===== src/rtl/split_timer_pkg.sv =====
package split_timer_pkg;

    typedef enum logic [1:0] {
        MODE_CASC = 2'd0,
        MODE_LOW  = 2'd1,
        MODE_HIGH = 2'd2,
        MODE_RSVD = 2'd3
    } mode_e;

    typedef enum logic [1:0] {
        ST_IDLE = 2'd0,
        ST_CASC = 2'd1,
        ST_LOW  = 2'd2,
        ST_HIGH = 2'd3
    } run_state_e;

    localparam logic [1:0] ADDR_CTRL   = 2'd0;
    localparam logic [1:0] ADDR_ACT    = 2'd1;
    localparam logic [1:0] ADDR_CMP_LO = 2'd2;
    localparam logic [1:0] ADDR_CMP_HI = 2'd3;

    localparam int BIT_RUN = 0;

    typedef struct packed {
        logic irq;
        logic tog;
        logic clr;
    } act_t;

endpackage


===== src/rtl/split_timer_regs.sv =====
module split_timer_regs
    import split_timer_pkg::*;
#(
    parameter int LO_W   = 4,
    parameter int HI_W   = 8,
    parameter int DATA_W = 8
) (
    input  logic              clk,
    input  logic              rst_n,
    input  logic              wr_en,
    input  logic [1:0]        wr_addr,
    input  logic [DATA_W-1:0] wr_data,
    input  logic              load_cmp,
    output logic              start_req,
    output logic              stop_req,
    output mode_e             mode_req,
    output act_t              act,
    output logic [LO_W-1:0]   cmp_lo,
    output logic [HI_W-1:0]   cmp_hi
);

    logic [LO_W-1:0] pend_lo;
    logic [HI_W-1:0] pend_hi;
    logic            ctrl_wr;
    logic            unused_hi_bits;

    assign ctrl_wr        = wr_en && (wr_addr == ADDR_CTRL);
    assign start_req      = ctrl_wr && wr_data[BIT_RUN];
    assign stop_req       = ctrl_wr && !wr_data[BIT_RUN];
    assign mode_req       = mode_e'(wr_data[2:1]);
    assign unused_hi_bits = ^wr_data;

    always_ff @(posedge clk) begin
        if (!rst_n) begin
            act     <= '0;
            pend_lo <= '0;
            pend_hi <= '0;
        end else if (wr_en) begin
            unique case (wr_addr)
                ADDR_ACT:    act     <= act_t'(wr_data[2:0]);
                ADDR_CMP_LO: pend_lo <= wr_data[LO_W-1:0];
                ADDR_CMP_HI: pend_hi <= wr_data[HI_W-1:0];
                default:     ;
            endcase
        end
    end

    always_ff @(posedge clk) begin
        if (!rst_n) begin
            cmp_lo <= '0;
            cmp_hi <= '0;
        end else if (load_cmp) begin
            cmp_lo <= pend_lo;
            cmp_hi <= pend_hi;
        end
    end

    assert_cmp_reload_R10: assert property (@(posedge clk) disable iff (!rst_n)
        !$past(load_cmp) |-> ($stable(cmp_lo) && $stable(cmp_hi)))
        else $error("active compare changed without a reload");

endmodule


===== src/rtl/split_timer_stage.sv =====
module split_timer_stage #(
    parameter int W = 4
) (
    input  logic         clk,
    input  logic         rst_n,
    input  logic         clr,
    input  logic         inc,
    output logic [W-1:0] cnt,
    output logic         carry
);

    localparam logic [W-1:0] ONE = {{(W-1){1'b0}}, 1'b1};

    assign carry = inc && !clr && (&cnt);

    always_ff @(posedge clk) begin
        if (!rst_n)   cnt <= '0;
        else if (clr) cnt <= '0;
        else if (inc) cnt <= cnt + ONE;
    end

    assert_stage_clear_R2: assert property (@(posedge clk) disable iff (!rst_n)
        $past(clr) |-> (cnt == '0))
        else $error("stage not zero after clear");

endmodule


===== src/rtl/split_timer_ctrl.sv =====
module split_timer_ctrl
    import split_timer_pkg::*;
#(
    parameter int LO_W = 4,
    parameter int HI_W = 8
) (
    input  logic            clk,
    input  logic            rst_n,
    input  logic            start_req,
    input  logic            stop_req,
    input  mode_e           mode_req,
    input  act_t            act,
    input  logic [LO_W-1:0] lo_cnt,
    input  logic [HI_W-1:0] hi_cnt,
    input  logic [LO_W-1:0] cmp_lo,
    input  logic [HI_W-1:0] cmp_hi,
    input  logic            lo_carry,
    input  logic            hi_carry,
    output logic            inc_lo,
    output logic            inc_hi,
    output logic            clr_cnt,
    output logic            load_cmp,
    output logic            irq_out,
    output logic            tog_out,
    output logic            tick_out
);

    run_state_e state, next_state;
    logic       match;
    logic       match_clr;
    logic       pass_end;

    // next-state selection
    always_comb begin
        next_state = state;
        if (start_req) begin
            unique case (mode_req)
                MODE_LOW:  next_state = ST_LOW;
                MODE_HIGH: next_state = ST_HIGH;
                default:   next_state = ST_CASC;
            endcase
        end else if (stop_req) begin
            next_state = ST_IDLE;
        end
    end

    // state register
    always_ff @(posedge clk) begin
        if (!rst_n) state <= ST_IDLE;
        else        state <= next_state;
    end

    // per-state compare and stage stepping
    always_comb begin
        match  = 1'b0;
        inc_lo = 1'b0;
        inc_hi = 1'b0;
        unique case (state)
            ST_IDLE: ;
            ST_CASC: begin
                match  = (lo_cnt == cmp_lo) && (hi_cnt == cmp_hi);
                inc_lo = 1'b1;
                inc_hi = lo_carry;
            end
            ST_LOW: begin
                match  = (lo_cnt == cmp_lo);
                inc_lo = 1'b1;
            end
            ST_HIGH: begin
                match  = (hi_cnt == cmp_hi);
                inc_hi = 1'b1;
            end
        endcase
    end

    assign match_clr = match && act.clr;
    assign pass_end  = (state == ST_LOW) ? lo_carry : hi_carry;
    assign clr_cnt   = start_req || match_clr;
    assign load_cmp  = start_req || match_clr || pass_end;

    // event outputs
    always_ff @(posedge clk) begin
        if (!rst_n) begin
            irq_out  <= 1'b0;
            tog_out  <= 1'b0;
            tick_out <= 1'b0;
        end else begin
            irq_out  <= match && act.irq;
            tick_out <= lo_carry;
            if (match && act.tog) tog_out <= !tog_out;
        end
    end

    assert_irq_only_running_R7: assert property (@(posedge clk) disable iff (!rst_n)
        irq_out |-> $past(state != ST_IDLE))
        else $error("interrupt raised while stopped");

    assert_tog_on_match_R8: assert property (@(posedge clk) disable iff (!rst_n)
        (tog_out != $past(tog_out)) |-> $past(match && act.tog))
        else $error("toggle changed without an enabled match");

    assert_tick_low_wrap_R9: assert property (@(posedge clk) disable iff (!rst_n)
        tick_out |-> ((lo_cnt == '0) && $past(state == ST_CASC || state == ST_LOW)))
        else $error("tick without a low-stage wrap");

    assert_idle_hold_R3: assert property (@(posedge clk) disable iff (!rst_n)
        ($past(state == ST_IDLE) && !$past(start_req)) |-> ($stable(lo_cnt) && $stable(hi_cnt)))
        else $error("count moved while stopped");

    assert_match_clear_R4: assert property (@(posedge clk) disable iff (!rst_n)
        $past(match_clr) |-> ((lo_cnt == '0) && (hi_cnt == '0)))
        else $error("counter not cleared after match");

endmodule


===== src/rtl/split_timer.sv =====
module split_timer
    import split_timer_pkg::*;
#(
    parameter int LO_W   = 4,
    parameter int HI_W   = 8,
    parameter int DATA_W = 8
) (
    input  logic              clk,
    input  logic              rst_n,
    input  logic              wr_en,
    input  logic [1:0]        wr_addr,
    input  logic [DATA_W-1:0] wr_data,
    output logic              tick_out,
    output logic              tog_out,
    output logic              irq_out
);

    logic            start_req, stop_req;
    mode_e           mode_req;
    act_t            act;
    logic [LO_W-1:0] cmp_lo, lo_cnt;
    logic [HI_W-1:0] cmp_hi, hi_cnt;
    logic            inc_lo, inc_hi, clr_cnt, load_cmp;
    logic            lo_carry, hi_carry;

    split_timer_regs #(.LO_W(LO_W), .HI_W(HI_W), .DATA_W(DATA_W)) u_regs (
        .clk       (clk),
        .rst_n     (rst_n),
        .wr_en     (wr_en),
        .wr_addr   (wr_addr),
        .wr_data   (wr_data),
        .load_cmp  (load_cmp),
        .start_req (start_req),
        .stop_req  (stop_req),
        .mode_req  (mode_req),
        .act       (act),
        .cmp_lo    (cmp_lo),
        .cmp_hi    (cmp_hi)
    );

    split_timer_stage #(.W(LO_W)) u_lo (
        .clk   (clk),
        .rst_n (rst_n),
        .clr   (clr_cnt),
        .inc   (inc_lo),
        .cnt   (lo_cnt),
        .carry (lo_carry)
    );

    split_timer_stage #(.W(HI_W)) u_hi (
        .clk   (clk),
        .rst_n (rst_n),
        .clr   (clr_cnt),
        .inc   (inc_hi),
        .cnt   (hi_cnt),
        .carry (hi_carry)
    );

    split_timer_ctrl #(.LO_W(LO_W), .HI_W(HI_W)) u_ctrl (
        .clk       (clk),
        .rst_n     (rst_n),
        .start_req (start_req),
        .stop_req  (stop_req),
        .mode_req  (mode_req),
        .act       (act),
        .lo_cnt    (lo_cnt),
        .hi_cnt    (hi_cnt),
        .cmp_lo    (cmp_lo),
        .cmp_hi    (cmp_hi),
        .lo_carry  (lo_carry),
        .hi_carry  (hi_carry),
        .inc_lo    (inc_lo),
        .inc_hi    (inc_hi),
        .clr_cnt   (clr_cnt),
        .load_cmp  (load_cmp),
        .irq_out   (irq_out),
        .tog_out   (tog_out),
        .tick_out  (tick_out)
    );

endmodule


===== config.mk =====
export PLATFORM = sky130hd
export DESIGN_NAME = split_timer
export DESIGN_NICKNAME = d
export VERILOG_FILES = /design/src/rtl/split_timer_pkg.sv /design/src/rtl/split_timer_regs.sv /design/src/rtl/split_timer_stage.sv /design/src/rtl/split_timer_ctrl.sv /design/src/rtl/split_timer.sv
export SDC_FILE = /design/constraint.sdc
export NUM_CORES = 1
export LEC_CHECK = 0
export ABC_AREA = 1
export BUFFER_PORTS_ARGS = -buffer_cell sky130_fd_sc_hd__buf_2
export CAP_MARGIN = 20
export CORE_UTILIZATION = 54
export DETAILED_ROUTE_END_ITERATION = 12
export PLACE_DENSITY = 0.72
export SLEW_MARGIN = 20
export SYNTH_ARGS = -nofsm -noshare
export SYNTH_HDL_FRONTEND = slang
export SYNTH_SLANG_ARGS = --single-unit

===== constraint.sdc =====
create_clock -name clk -period 3.1 [get_ports clk]
set_input_delay 0.465 -clock clk [delete_from_list [all_inputs] [get_ports clk]]
set_output_delay 0.465 -clock clk [all_outputs]
set_load 0.1 [all_outputs]

# Word-level counts from Yosys, hierarchy flattened
# Index checks and enable logic that the tools add are counted.
# totals
regBits	44
latchBits	0
ram_bits	0
romBits	0
in_bits	13
output_inout_bits	3
wordCells	58
n_memories	0
# op_classes
n_addsub	2
multipliers	0
div_mod_pow	0
magnitude_cmp	0
eq_ne	10
shift	0
mux	7
bitwise_logic	1
n_reduce_logical	25
# ops
op	count
$logic_and A1 B1 Y1	11
$eq A2 B2 Y1 const B	5
$add A8 B1 Y8 const B	1
$eq A8 B8 Y1	1
$reduce_and A8 Y1	1
$eq A2 B1 Y1 const B	3
$reduce_and A2 Y1	3
$add A4 B1 Y4 const B	1
$eq A4 B4 Y1	1
$mux W2	2
$pmux W2 S2	1
$reduce_and A4 Y1	1
$reduce_or A2 Y1	2
$logic_not A1 Y1	3
$pmux W1 S3	1
$logic_not A2 Y1	1
$logic_or A1 B1 Y1	2
$mux W1	2
$pmux W1 S2	1
$reduce_bool A2 Y1	1
$not A1 Y1	1

# Logic depth before layout (Yosys ltp)
# Gate-level depths: netlist of run 1.
# logic_depth
ltp_word	13
ltp_mapped	16
mapped_depth_nobuf	15

# Modules after synthesis
# A second synthesis of run 1 with hierarchy kept.
# unflattened
cells_unflattened	328
hier_area_um2	2179.6
# modules_own_cells
mod	instances	cells_per_inst	area_per_inst_um2	seq_area_each_um2
split_timer_regs	1	143	1047.3	540.5
split_timer_ctrl	1	107	570.5	100.1
split_timer_stage (u_hi)	1	51	375.4	160.2
split_timer_stage (u_lo)	1	27	186.4	80.1

# Least setup slack after synthesis of run 1
# No wires, ideal clock.
# synth_timing
kind	flip-flop to flip-flop
from	reg u_ctrl.state[0]
to	reg u_regs.cmp_hi[0]
setup_ns	0.115
arrival_ns	1.795
required_ns	2.985
setup_slack_ns	1.190
path_stages_with_launch	13
path_buffers	1
period_less_slack_ns	1.910
path_cell_list	dfxtp_1 inv_1 ha_1 nand2_2 nor3_4 inv_2 nor2_1 nand3_2 nand2_4 nand3_4 buf_12 a21oi_1 nor2_1
# synth_via
word_cells_on_any_way	16
cone_classes	eq/ne (3); mux (4); reduce/logical (9)
# synth_lines
item	line_no	source
start, declared	split_timer_ctrl.sv:28	run_state_e state, next_state;
start signal, assigned	split_timer_ctrl.sv:50	else state <= next_state;
$eq A2 B1 Y1 or $eq A2 B2 Y1 (tied branches)	split_timer_ctrl.sv:58	unique case (state)
$reduce_or A2 Y1 (no source line) (*)	n/a	
$mux W1 (*)	split_timer_ctrl.sv:58	
net inc_lo	split_timer.sv:23	logic inc_lo, inc_hi, clr_cnt, load_cmp;
$logic_and A1 B1 Y1 (*) (2 in series)	split_timer_stage.sv:14	assign carry = inc && !clr && (&cnt);
$pmux W1 S2	split_timer_ctrl.sv:58	
$logic_and A1 B1 Y1 (2 in series)	split_timer_stage.sv:14	
$mux W1 (*)	split_timer_ctrl.sv:77	assign pass_end = (state == ST_LOW) ? lo_carry : hi_carry;
$logic_or A1 B1 Y1 (*)	split_timer_ctrl.sv:79	assign load_cmp = start_req || match_clr || pass_end;
end signal, assigned	split_timer_regs.sv:54	cmp_hi <= pend_hi;
end, declared	split_timer_regs.sv:19	output logic [HI_W-1:0] cmp_hi
# Mark *: on every way through the listed nets, which the timed path passes. The rest lies on a longest branch.
# A chain may end at the register's enable or synchronous reset.

# Worst setup path in the final report of run 1
# Ends and elaborated chain as after synthesis.

==> out/qor.log, run 1 <==
[status] outcome complete, no violations
[clock_tree] register clock-pin slew on the reported worst setup and hold paths 80 ps
[die] Die Span X 67.4 µm
[critical_path] data required time of the critical path 3290 ps
[critical_path] number of buffers and inverters on the critical path 2
[pwr] static leakage power 1.13 nW
[timing] shortest period the worst path allows 2300 ps
[timing] setup TNS after final layout 0 ps
[final_layout] leading cell types in the layout, fill and taps excluded sky130_fd_sc_hd__nand2_1 (65), sky130_fd_sc_hd__dfxtp_1 (44), sky130_fd_sc_hd__inv_1 (38)
[route] drt initial violations 95
[critical_path] crit path launch type flip-flop
[synth] flops & latches, synth 44
[critical_path] type of the worst setup path reg2reg
[final_layout] final antenna diode count 0
[synth] Syn Nets 331
[placement] total of buffers placed on input and output ports 15
[placement] area of placed instances 2340 µm²
[route] total iterations of the first detailed-routing run 5
[global_routing] All-Layer GR Usage 0.211
[synth] YS warnings 0
[pwr] maximum VDD drop 0.291 mV
[clock_tree] number of buffers between clock root and the deepest sink 2
[pwr] sequential cell fraction of total power 0.535
[final_layout] filler cell count in the final layout 365
[pwr] cell internal pwr 0.854 mW
[route] post-route ant nets 0
[synth] top cell type's share of synthesized area 0.382
[timing] FMAX 434 MHz
[critical_path] stage delay of the slowest cell on the critical path 390 ps
[route] post-DR vias/cell 5.06
[critical_path] cell with the largest stage delay on the worst path sky130_fd_sc_hd__ha_1
[critical_path] cell family with the largest share of critical-path delay simple AND/OR/NAND/NOR gates
[timing] unrepaired setup endpoints after global routing no
[pwr] combinational share of power 0.077
[clock_tree] CTS tree yes
[placement] global placement routability congestion 0.857
[synth] Syn Inst Count 311
[clock_tree] Clock Root Buffer sky130_fd_sc_hd__clkbuf_8
[pwr] Design Power 1.11 mW
[placement] final HPWL from detailed placement 3.01 mm
[timing] Post-Route Skew 7.14 ps
[clock_tree] CTS-repair resized insts 0
[clock_tree] clock insertion delay at the later pin of the skew report 290 ps
[pwr] Clock power frac 0.388
[flow_run] max-cap check violation count 0
[route] Routed wire per std cell 11.0 µm
[synth] average footprint of a synthesized cell 7.42 µm²
[die] initial core utilization 0.569
[timing] transition at the pin with the smallest max-transition slack 770 ps
[pwr] switching power total 0.253 mW
[final_layout] post-synthesis to final-layout area growth 6.12%
[die] Die ar. 4540 µm²
[clock_tree] hold buffer count at CTS 0
[global_routing] global-route wire length before repair 7.22 mm
[final_layout] number of nets in the finished design 343
[die] I/O Pins 16
[critical_path] cell-by-cell trace of the critical path inv_1, ha_1, nand2_2, nor3_4, inv_2, nor2_1, nand3_2, nand2_4, nand3_4, a21oi_1, nor2_1
[clock_tree] number of clock buffers inserted by TritonCTS 5
[synth] distinct cell type count of the synthesized netlist 30
[final_layout] post-route standard cell area excluding fillers 2450 µm²
[timing] final hold violations 0
[die] area inside the core boundary 4060 µm²
[timing] worst slew slack as a fraction of its limit 0.486
[timing] Final period util 0.743
[timing] Worst Setup Slack, final 798 ps
[placement] dpl ws 809 ps
[global_routing] gr ovfl total 0
[pwr] Net Sw Frac 0.228
[timing] max-slew violation total from the final report 0
[route] via count 1891
[synth] share of synthesized area occupied by flip-flops and latches 0.382
[critical_path] Crit Path Max Fanout 24
[synth] post-synthesis instance area 2310 µm²
[die] vertical die dimension 67.4 µm
[final_layout] fraction of final layout cells sized beyond drive strength 1 0.182
[global_routing] initial antenna violation count 0
[route] count of unresolved DRC violations after routing 0
[critical_path] cell with the most instances on the worst path sky130_fd_sc_hd__nor2_1
[final_layout] most frequent standard cell in the layout excluding fill and tap cells sky130_fd_sc_hd__nand2_1
[final_layout] fraction of the core area covered by cells at the end of the flow 0.604
[pwr] power per cell area 452 nW/µm²
[global_routing] pin count of the biggest net entering global routing 33
[critical_path] Critical Path Sink Type flip-flop
[route] total routed wirelength 4.10 mm
[die] number of cell rows 23
[synth] top cells by area in the synthesized netlist sky130_fd_sc_hd__dfxtp_1 (38%), sky130_fd_sc_hd__nand2_1 (11%), sky130_fd_sc_hd__a21oi_1 (6.3%), sky130_fd_sc_hd__inv_1 (6.2%), sky130_fd_sc_hd__nor2_1 (5.5%)
[clock_tree] sinks on the clock net 44
[global_routing] via count of the first global-routing pass 1639
[worst_hold_path] worst hold-check path type in2reg
[synth] post-synth top area cell sky130_fd_sc_hd__dfxtp_1
[clock_tree] number of H-tree levels 2
[critical_path] Worst EP arrival 2490 ps
[timing] # setup viols final 0
[clock_tree] Post-CTS Setup Repair Bufs 0
[state kept, by name (all words and copies together), names as in the netlist]
register         flops
u_ctrl.irq_out       1
u_ctrl.state         2
u_ctrl.tick_out      1
u_ctrl.tog_out       1
u_hi.cnt             8
u_lo.cnt             4
u_regs.act           3
u_regs.cmp_hi        8
u_regs.cmp_lo        4
u_regs.pend_hi       8
u_regs.pend_lo       4
[cell type report]
cell class / instances / area [µm²] / area share
Clock buffer: 6 / 72.6 / 0.0296
Clock inverter: 2 / 35.0 / 0.0143
Inverter: 46 / 173 / 0.0705
Multi-Input combinational cell: 211 / 1150 / 0.470
Sequential cell: 44 / 881 / 0.360
Tap cell: 50 / 62.6 / 0.0255
Timing Repair Buffer: 15 / 75.1 / 0.0306
[stage by stage]
step,hold WS (ps),std cells
CTS,432,374
detailed placement,424,366
finish,433,374
global route,470,374
global placement,422,366
floorplan,411,311
[power by group through the flow]
stage / Sequential, mW / Clock, mW / Combinational (mW)
floorplan: 0.603 / 0 / 0.0667
global placement: 0.606 / 0 / 0.0847
detailed placement: 0.606 / 0 / 0.0853
CTS: 0.592 / 0.442 / 0.0859
global route: 0.595 / 0.458 / 0.0983
finish: 0.593 / 0.429 / 0.0852
[logic make-up after synthesis]
| logic type | synth area share |
|---|---|
| fa+ha+maj | 0.0379 |
| buf+inv | 0.120 |
| flops | 0.382 |
| compound gates | 0.127 |
| xor+xnor | 0.0152 |
| simple gates | 0.318 |
[cells in the mapped netlist]
cell                       instances
sky130_fd_sc_hd__a21oi_1          29
sky130_fd_sc_hd__a21oi_2           4
sky130_fd_sc_hd__a21oi_4           1
sky130_fd_sc_hd__and2_1            2
sky130_fd_sc_hd__buf_12            3
sky130_fd_sc_hd__buf_2             2
sky130_fd_sc_hd__buf_6             2
sky130_fd_sc_hd__clkbuf_1          3
sky130_fd_sc_hd__dfxtp_1          44
sky130_fd_sc_hd__ha_1              7
sky130_fd_sc_hd__inv_1            38
sky130_fd_sc_hd__inv_2             8
sky130_fd_sc_hd__nand2_1          65
sky130_fd_sc_hd__nand2_2           4
sky130_fd_sc_hd__nand2_4           1
sky130_fd_sc_hd__nand3_1          13
sky130_fd_sc_hd__nand3_2          11
sky130_fd_sc_hd__nand3_4           1
sky130_fd_sc_hd__nor2_1           34
sky130_fd_sc_hd__nor2_2            4
sky130_fd_sc_hd__nor3_1            7
sky130_fd_sc_hd__nor3_2            1
sky130_fd_sc_hd__nor3_4            1
sky130_fd_sc_hd__nor3b_1           1
sky130_fd_sc_hd__nor4_1            1
sky130_fd_sc_hd__nor4_4            1
sky130_fd_sc_hd__o21ai_0          17
sky130_fd_sc_hd__o22ai_1           2
sky130_fd_sc_hd__xnor2_1           1
sky130_fd_sc_hd__xor2_1            3
[metal layers]
| layer | share of wire | vias up | global-route usage | wire (µm) |
|---|---|---|---|---|
| met5 | 0 | - | 0 | 0 |
| met4 | 0.015 | 0 | 0.0878 | 63 |
| met3 | 0.036 | 6 | 0.0355 | 149 |
| met2 | 0.43 | 40 | 0.329 | 1750 |
| met1 | 0.52 | 836 | 0.288 | 2140 |
| li1 | - | 1009 | - | - |
[worst reg2reg max path: stages, from the launching register on]
cell and delay [ps]:
sky130_fd_sc_hd__dfxtp_1 380, sky130_fd_sc_hd__inv_1 100, sky130_fd_sc_hd__ha_1 390, sky130_fd_sc_hd__nand2_2 100, sky130_fd_sc_hd__nor3_4 190, sky130_fd_sc_hd__inv_2 60
sky130_fd_sc_hd__nor2_1 120, sky130_fd_sc_hd__nand3_2 110, sky130_fd_sc_hd__nand2_4 150, sky130_fd_sc_hd__nand3_4 290, sky130_fd_sc_hd__a21oi_1 240, sky130_fd_sc_hd__nor2_1 60
[path summary, 6_finish.rpt]
| check | startpoint | endpoint | slack, ps | depth (start not counted) |
|---|---|---|---|---|
| max | u_ctrl.state[0] | u_regs.cmp_hi[0] | 800 | 11 |
| min | wr_data[3] | u_regs.pend_lo[3] | 430 | 3 |
| max reg2reg | u_ctrl.state[0] | u_regs.cmp_hi[0] | 800 | 11 |
| min reg2reg | u_regs.act[2] | u_ctrl.irq_out | 440 | 2 |
(Power assumes the default switching activity.)
==> run 2, diff against run 1 <==
--- a/config.mk
+++ b/config.mk
@@ -5,12 +5,12 @@
 export SDC_FILE = /design/constraint.sdc
 export NUM_CORES = 1
 export LEC_CHECK = 0
-export ABC_AREA = 1
+export ABC_AREA = 0
 export BUFFER_PORTS_ARGS = -buffer_cell sky130_fd_sc_hd__buf_2
 export CAP_MARGIN = 20
-export CORE_UTILIZATION = 54
+export CORE_UTILIZATION = 53
 export DETAILED_ROUTE_END_ITERATION = 12
-export PLACE_DENSITY = 0.72
+export PLACE_DENSITY = 0.75
 export SLEW_MARGIN = 20
 export SYNTH_ARGS = -nofsm -noshare
 export SYNTH_HDL_FRONTEND = slang
==> constraint.sdc (replaced) <==
create_clock -name clk -period 1.9 [get_ports clk]
set_input_delay 0.285 -clock clk [delete_from_list [all_inputs] [get_ports clk]]
set_output_delay 0.285 -clock clk [all_outputs]
set_load 0.1 [all_outputs]
==> run 2 against run 1 <==
Effect of this change: the flow now finishes with violations (negative setup slack); flip-flop and latch count is the same; non-clock buffer count is 50 higher; sequential power up 59%; combinational power increased by 100%; clock skew down 2.7 ps; first-iteration DRC count is 120% higher; cell area is 20% higher; register-to-register slack got worse by 1000 ps; worst setup slack got worse by 1000 ps; sequential share of layout area fell by 5.0 points; global-route usage grew 7.6 points; critical path type unchanged.
==> out/qor.log, run 2 <==
[timing] transition at the pin with the smallest max-transition slack 509 ps
[synth] distinct cell type count of the synthesized netlist 32
[synth] Adder-Cell Fraction of Synth Area 0.0436
[die] I/O Pins 16
[route] total routed wirelength 6.48 mm
[critical_path] Worst EP arrival 2370 ps
[placement] final HPWL from detailed placement 3.25 mm
[global_routing] All-Layer GR Usage 0.288
[die] Die ar. 4040 µm²
[final_layout] final antenna diode count 0
[global_routing] global-route wire length before repair 8.89 mm
[placement] placed cell count 313
[final_layout] fraction of the core area covered by cells at the end of the flow 0.850
[global_routing] via count of the first global-routing pass 1829
[status] outcome complete, but fails checks
[synth] flops & latches, synth 44
[pwr] power per cell area 663 nW/µm²
[placement] global placement routability congestion 0.871
[flow_run] max-cap check violation count 0
[die] vertical die dimension 63.6 µm
[critical_path] Crit Path Max Fanout 5
[final_layout] fraction of final layout cells sized beyond drive strength 1 0.424
[synth] xor and xnor area share after synthesis 0.0698
[clock_tree] Clock Root Buffer sky130_fd_sc_hd__clkbuf_8
[synth] area share of and/or/nand/nor cells after synthesis 0.198
[synth] average footprint of a synthesized cell 8.93 µm²
[pwr] maximum VDD drop 0.573 mV
[die] initial core utilization 0.579
[critical_path] stage delay of the slowest cell on the critical path 360 ps
[route] total iterations of the first detailed-routing run 5
[critical_path] flop-to-flop setup slack -240 ps
[final_layout] filler cell count in the final layout 178
[critical_path] Critical Path Sink Type flip-flop
[synth] compound-cell area share of the yosys netlist 0.0822
[route] via count 2022
[route] count of unresolved DRC violations after routing 0
[timing] Post-Route Skew 4.47 ps
[clock_tree] number of buffers between clock root and the deepest sink 2
[synth] fraction of registers with async set or reset after synthesis 0
[timing] Final period util 1.13
[final_layout] largest registers u_hi.cnt x8, u_regs.cmp_hi x8, u_regs.pend_hi x8
[synth] share of synthesized area occupied by flip-flops and latches 0.439
[clock_tree] sinks on the clock net 44
[timing] unrepaired setup endpoints after global routing yes
[global_routing] gr ovfl total 0
[placement] total of buffers placed on input and output ports 15
[die] Die Span X 63.6 µm
[critical_path] logic depth of the worst register-to-register path 10
[pwr] switching power total 0.425 mW
[route] post-route ant nets 0
[synth] count leader, synth sky130_fd_sc_hd__dfxtp_1
[synth] YS warnings 0
[synth] mux contribution to synthesized area 0.130
[final_layout] Sequential cell area 912 µm²
[pwr] sequential cell fraction of total power 0.482
[synth] largest family of logic cells by synthesized area simple AND/OR/NAND/NOR gates
[worst_hold_path] Hold Crit Depth 3
[final_layout] post-synthesis to final-layout area growth 46.7%
[route] post-DR vias/cell 6.02
[synth] top cell type's share of synthesized area 0.439
[timing] Worst Setup Slack, final -240 ps
[clock_tree] register clock-pin slew on the reported worst setup and hold paths 80 ps
[worst_hold_path] worst hold-check path type in2reg
[clock_tree] CTS tree yes
[final_layout] number of nets in the finished design 310
[synth] Post-synth EDFFs 0
[pwr] Net Sw Frac 0.217
[clock_tree] number of H-tree levels 2
[final_layout] number of cells in the finished layout apart from fillers 336
[synth] top cells by area in the synthesized netlist sky130_fd_sc_hd__dfxtp_1 (44%), sky130_fd_sc_hd__mux2i_1 (13%), sky130_fd_sc_hd__nand2_1 (6.4%), sky130_fd_sc_hd__xnor2_1 (6.1%), sky130_fd_sc_hd__nor2_1 (5.8%)
[timing] # setup viols final 20
[synth] Syn Nets 245
[timing] shortest period the worst path allows 2140 ps
[timing] FMAX 467 MHz
[critical_path] type of the worst setup path reg2reg
[final_layout] area occupied by multi-input gates 1280 µm²
[pwr] cell internal pwr 1.53 mW
[critical_path] cell-by-cell trace of the critical path buf_4, buf_4, nand2_1, nor2_4, nand2_2, o31a_1, buf_6, buf_6, or3_1, a21oi_1
[synth] list of most frequent post-synthesis cells sky130_fd_sc_hd__dfxtp_1 (44), sky130_fd_sc_hd__nand2_1 (34), sky130_fd_sc_hd__nor2_1 (31)
[global_routing] initial antenna violation count 0
[critical_path] crit path launch type flip-flop
[die] number of cell rows 21
[clock_tree] number of clock buffers inserted by TritonCTS 5
[final_layout] most frequent standard cell in the layout excluding fill and tap cells sky130_fd_sc_hd__buf_4
[pwr] static leakage power 1.29 nW
[final_layout] leading cell types in the layout, fill and taps excluded sky130_fd_sc_hd__buf_4 (42), sky130_fd_sc_hd__nand2_1 (31), sky130_fd_sc_hd__nor2_1 (28)
[synth] Syn Inst Count 225
[die] area inside the core boundary 3470 µm²
[synth] post-synthesis instance area 2010 µm²
[timing] worst slew slack as a fraction of its limit 0.660
[global_routing] pin count of the biggest net entering global routing 19
[route] drt initial violations 207
[clock_tree] clock insertion delay at the later pin of the skew report 300 ps
[critical_path] cell with the largest stage delay on the worst path sky130_fd_sc_hd__dfxtp_2
[route] Routed wire per std cell 19.3 µm
[synth] post-synth top area cell sky130_fd_sc_hd__dfxtp_1
[pwr] Clock power frac 0.431
[pwr] combinational share of power 0.088
[timing] final hold violations 0
[critical_path] data required time of the critical path 2130 ps
[timing] max-slew violation total from the final report 0
[synth] most common flop cell mapped by yosys sky130_fd_sc_hd__dfxtp_1
[status] violated checks negative setup slack
## run 2: cell types whose count changed in the layout (fill, tap and decap cells not counted), moves of 13 or more
| cell | previous run | this run |
|---|---|---|
| sky130_fd_sc_hd__buf_4 | 0 | 42 |
| sky130_fd_sc_hd__a21oi_1 | 29 | 7 |
| sky130_fd_sc_hd__inv_1 | 38 | 8 |
| sky130_fd_sc_hd__mux2i_1 | 0 | 26 |
| sky130_fd_sc_hd__dfxtp_1 | 44 | 27 |
| sky130_fd_sc_hd__nand2_1 | 65 | 31 |
| sky130_fd_sc_hd__dfxtp_2 | 0 | 13 |
| sky130_fd_sc_hd__o21ai_0 | 17 | 2 |
## run 2: layout make-up
cell class | count | area share
clock buffer | 5 | 0.0234
clock inverter | 2 | 0.0204
inverter | 11 | 0.0157
multi-input combinational | 163 | 0.436
sequential | 44 | 0.310
tap | 46 | 0.0195
timing repair buffer | 65 | 0.176
## run 2: cell families after synthesis
group	count (synthesis)
AO/OA/AOI/OAI	26
XOR/XNOR	16
adder cells (fa/ha/maj)	7
flip-flops	44
buffers and inverters	18
AND/OR/NAND/NOR	88
multiplexers	26
## run 2: final timing paths
path / startpoint / endpoint
worst max-delay path: u_lo.cnt[3] / u_hi.cnt[6]
worst min-delay path: wr_data[6] / u_regs.pend_hi[6]
worst max register to register: u_lo.cnt[3] / u_hi.cnt[6]
worst min register to register: u_regs.pend_lo[3] / u_regs.cmp_lo[3]
## run 2: repair_timing
item | in CTS | in global routing
hold buffers | 0 | 0
hold endpoints to repair | 0 | 0
gates cloned | 1 | 0
resized for setup | 34 | 28
setup endpoints to repair | 17 | 21
pin swaps | 9 | 13
setup buffers | 8 | 10
## run 2: critical path: cells and delay by family, from the launching register on
family	cells	cell delay, ps
simple gates	4	680
compound gates	2	510
flops	1	360
buf+inv	4	520
## run 2: layer usage
layer | track usage | share of wire | wire length (µm)
met1 | 0.339 | 0.40 | 2590
met2 | 0.509 | 0.50 | 3270
met3 | 0.0598 | 0.064 | 418
met4 | 0.102 | 0.032 | 206
met5 | 0 | 0 | 0
## run 2: per-stage QoR
step	hold slack [ps]	worst slack [ps]	area [µm²]	setup TNS (ps)	power, mW
6_report	219	-240	2950	-2990	1.95
3_3_place_gp	444	-94.7	2400	-1210	1.10
3_5_place_dp	451	-198	2400	-2440	1.10
4_1_cts	214	-111	2770	-1030	1.92
2_1_floorplan	415	-59.2	2040	-595	1.04
5_1_grt	220	-339	2950	-4650	2.00
## run 2: power by group through the flow
stage | Clock (mW) | Combinational (mW) | Sequential [mW]
2_1_floorplan | 0 | 0.0780 | 0.965
3_3_place_gp | 0 | 0.131 | 0.966
3_5_place_dp | 0 | 0.135 | 0.966
4_1_cts | 0.831 | 0.151 | 0.942
5_1_grt | 0.872 | 0.183 | 0.943
6_report | 0.842 | 0.171 | 0.941
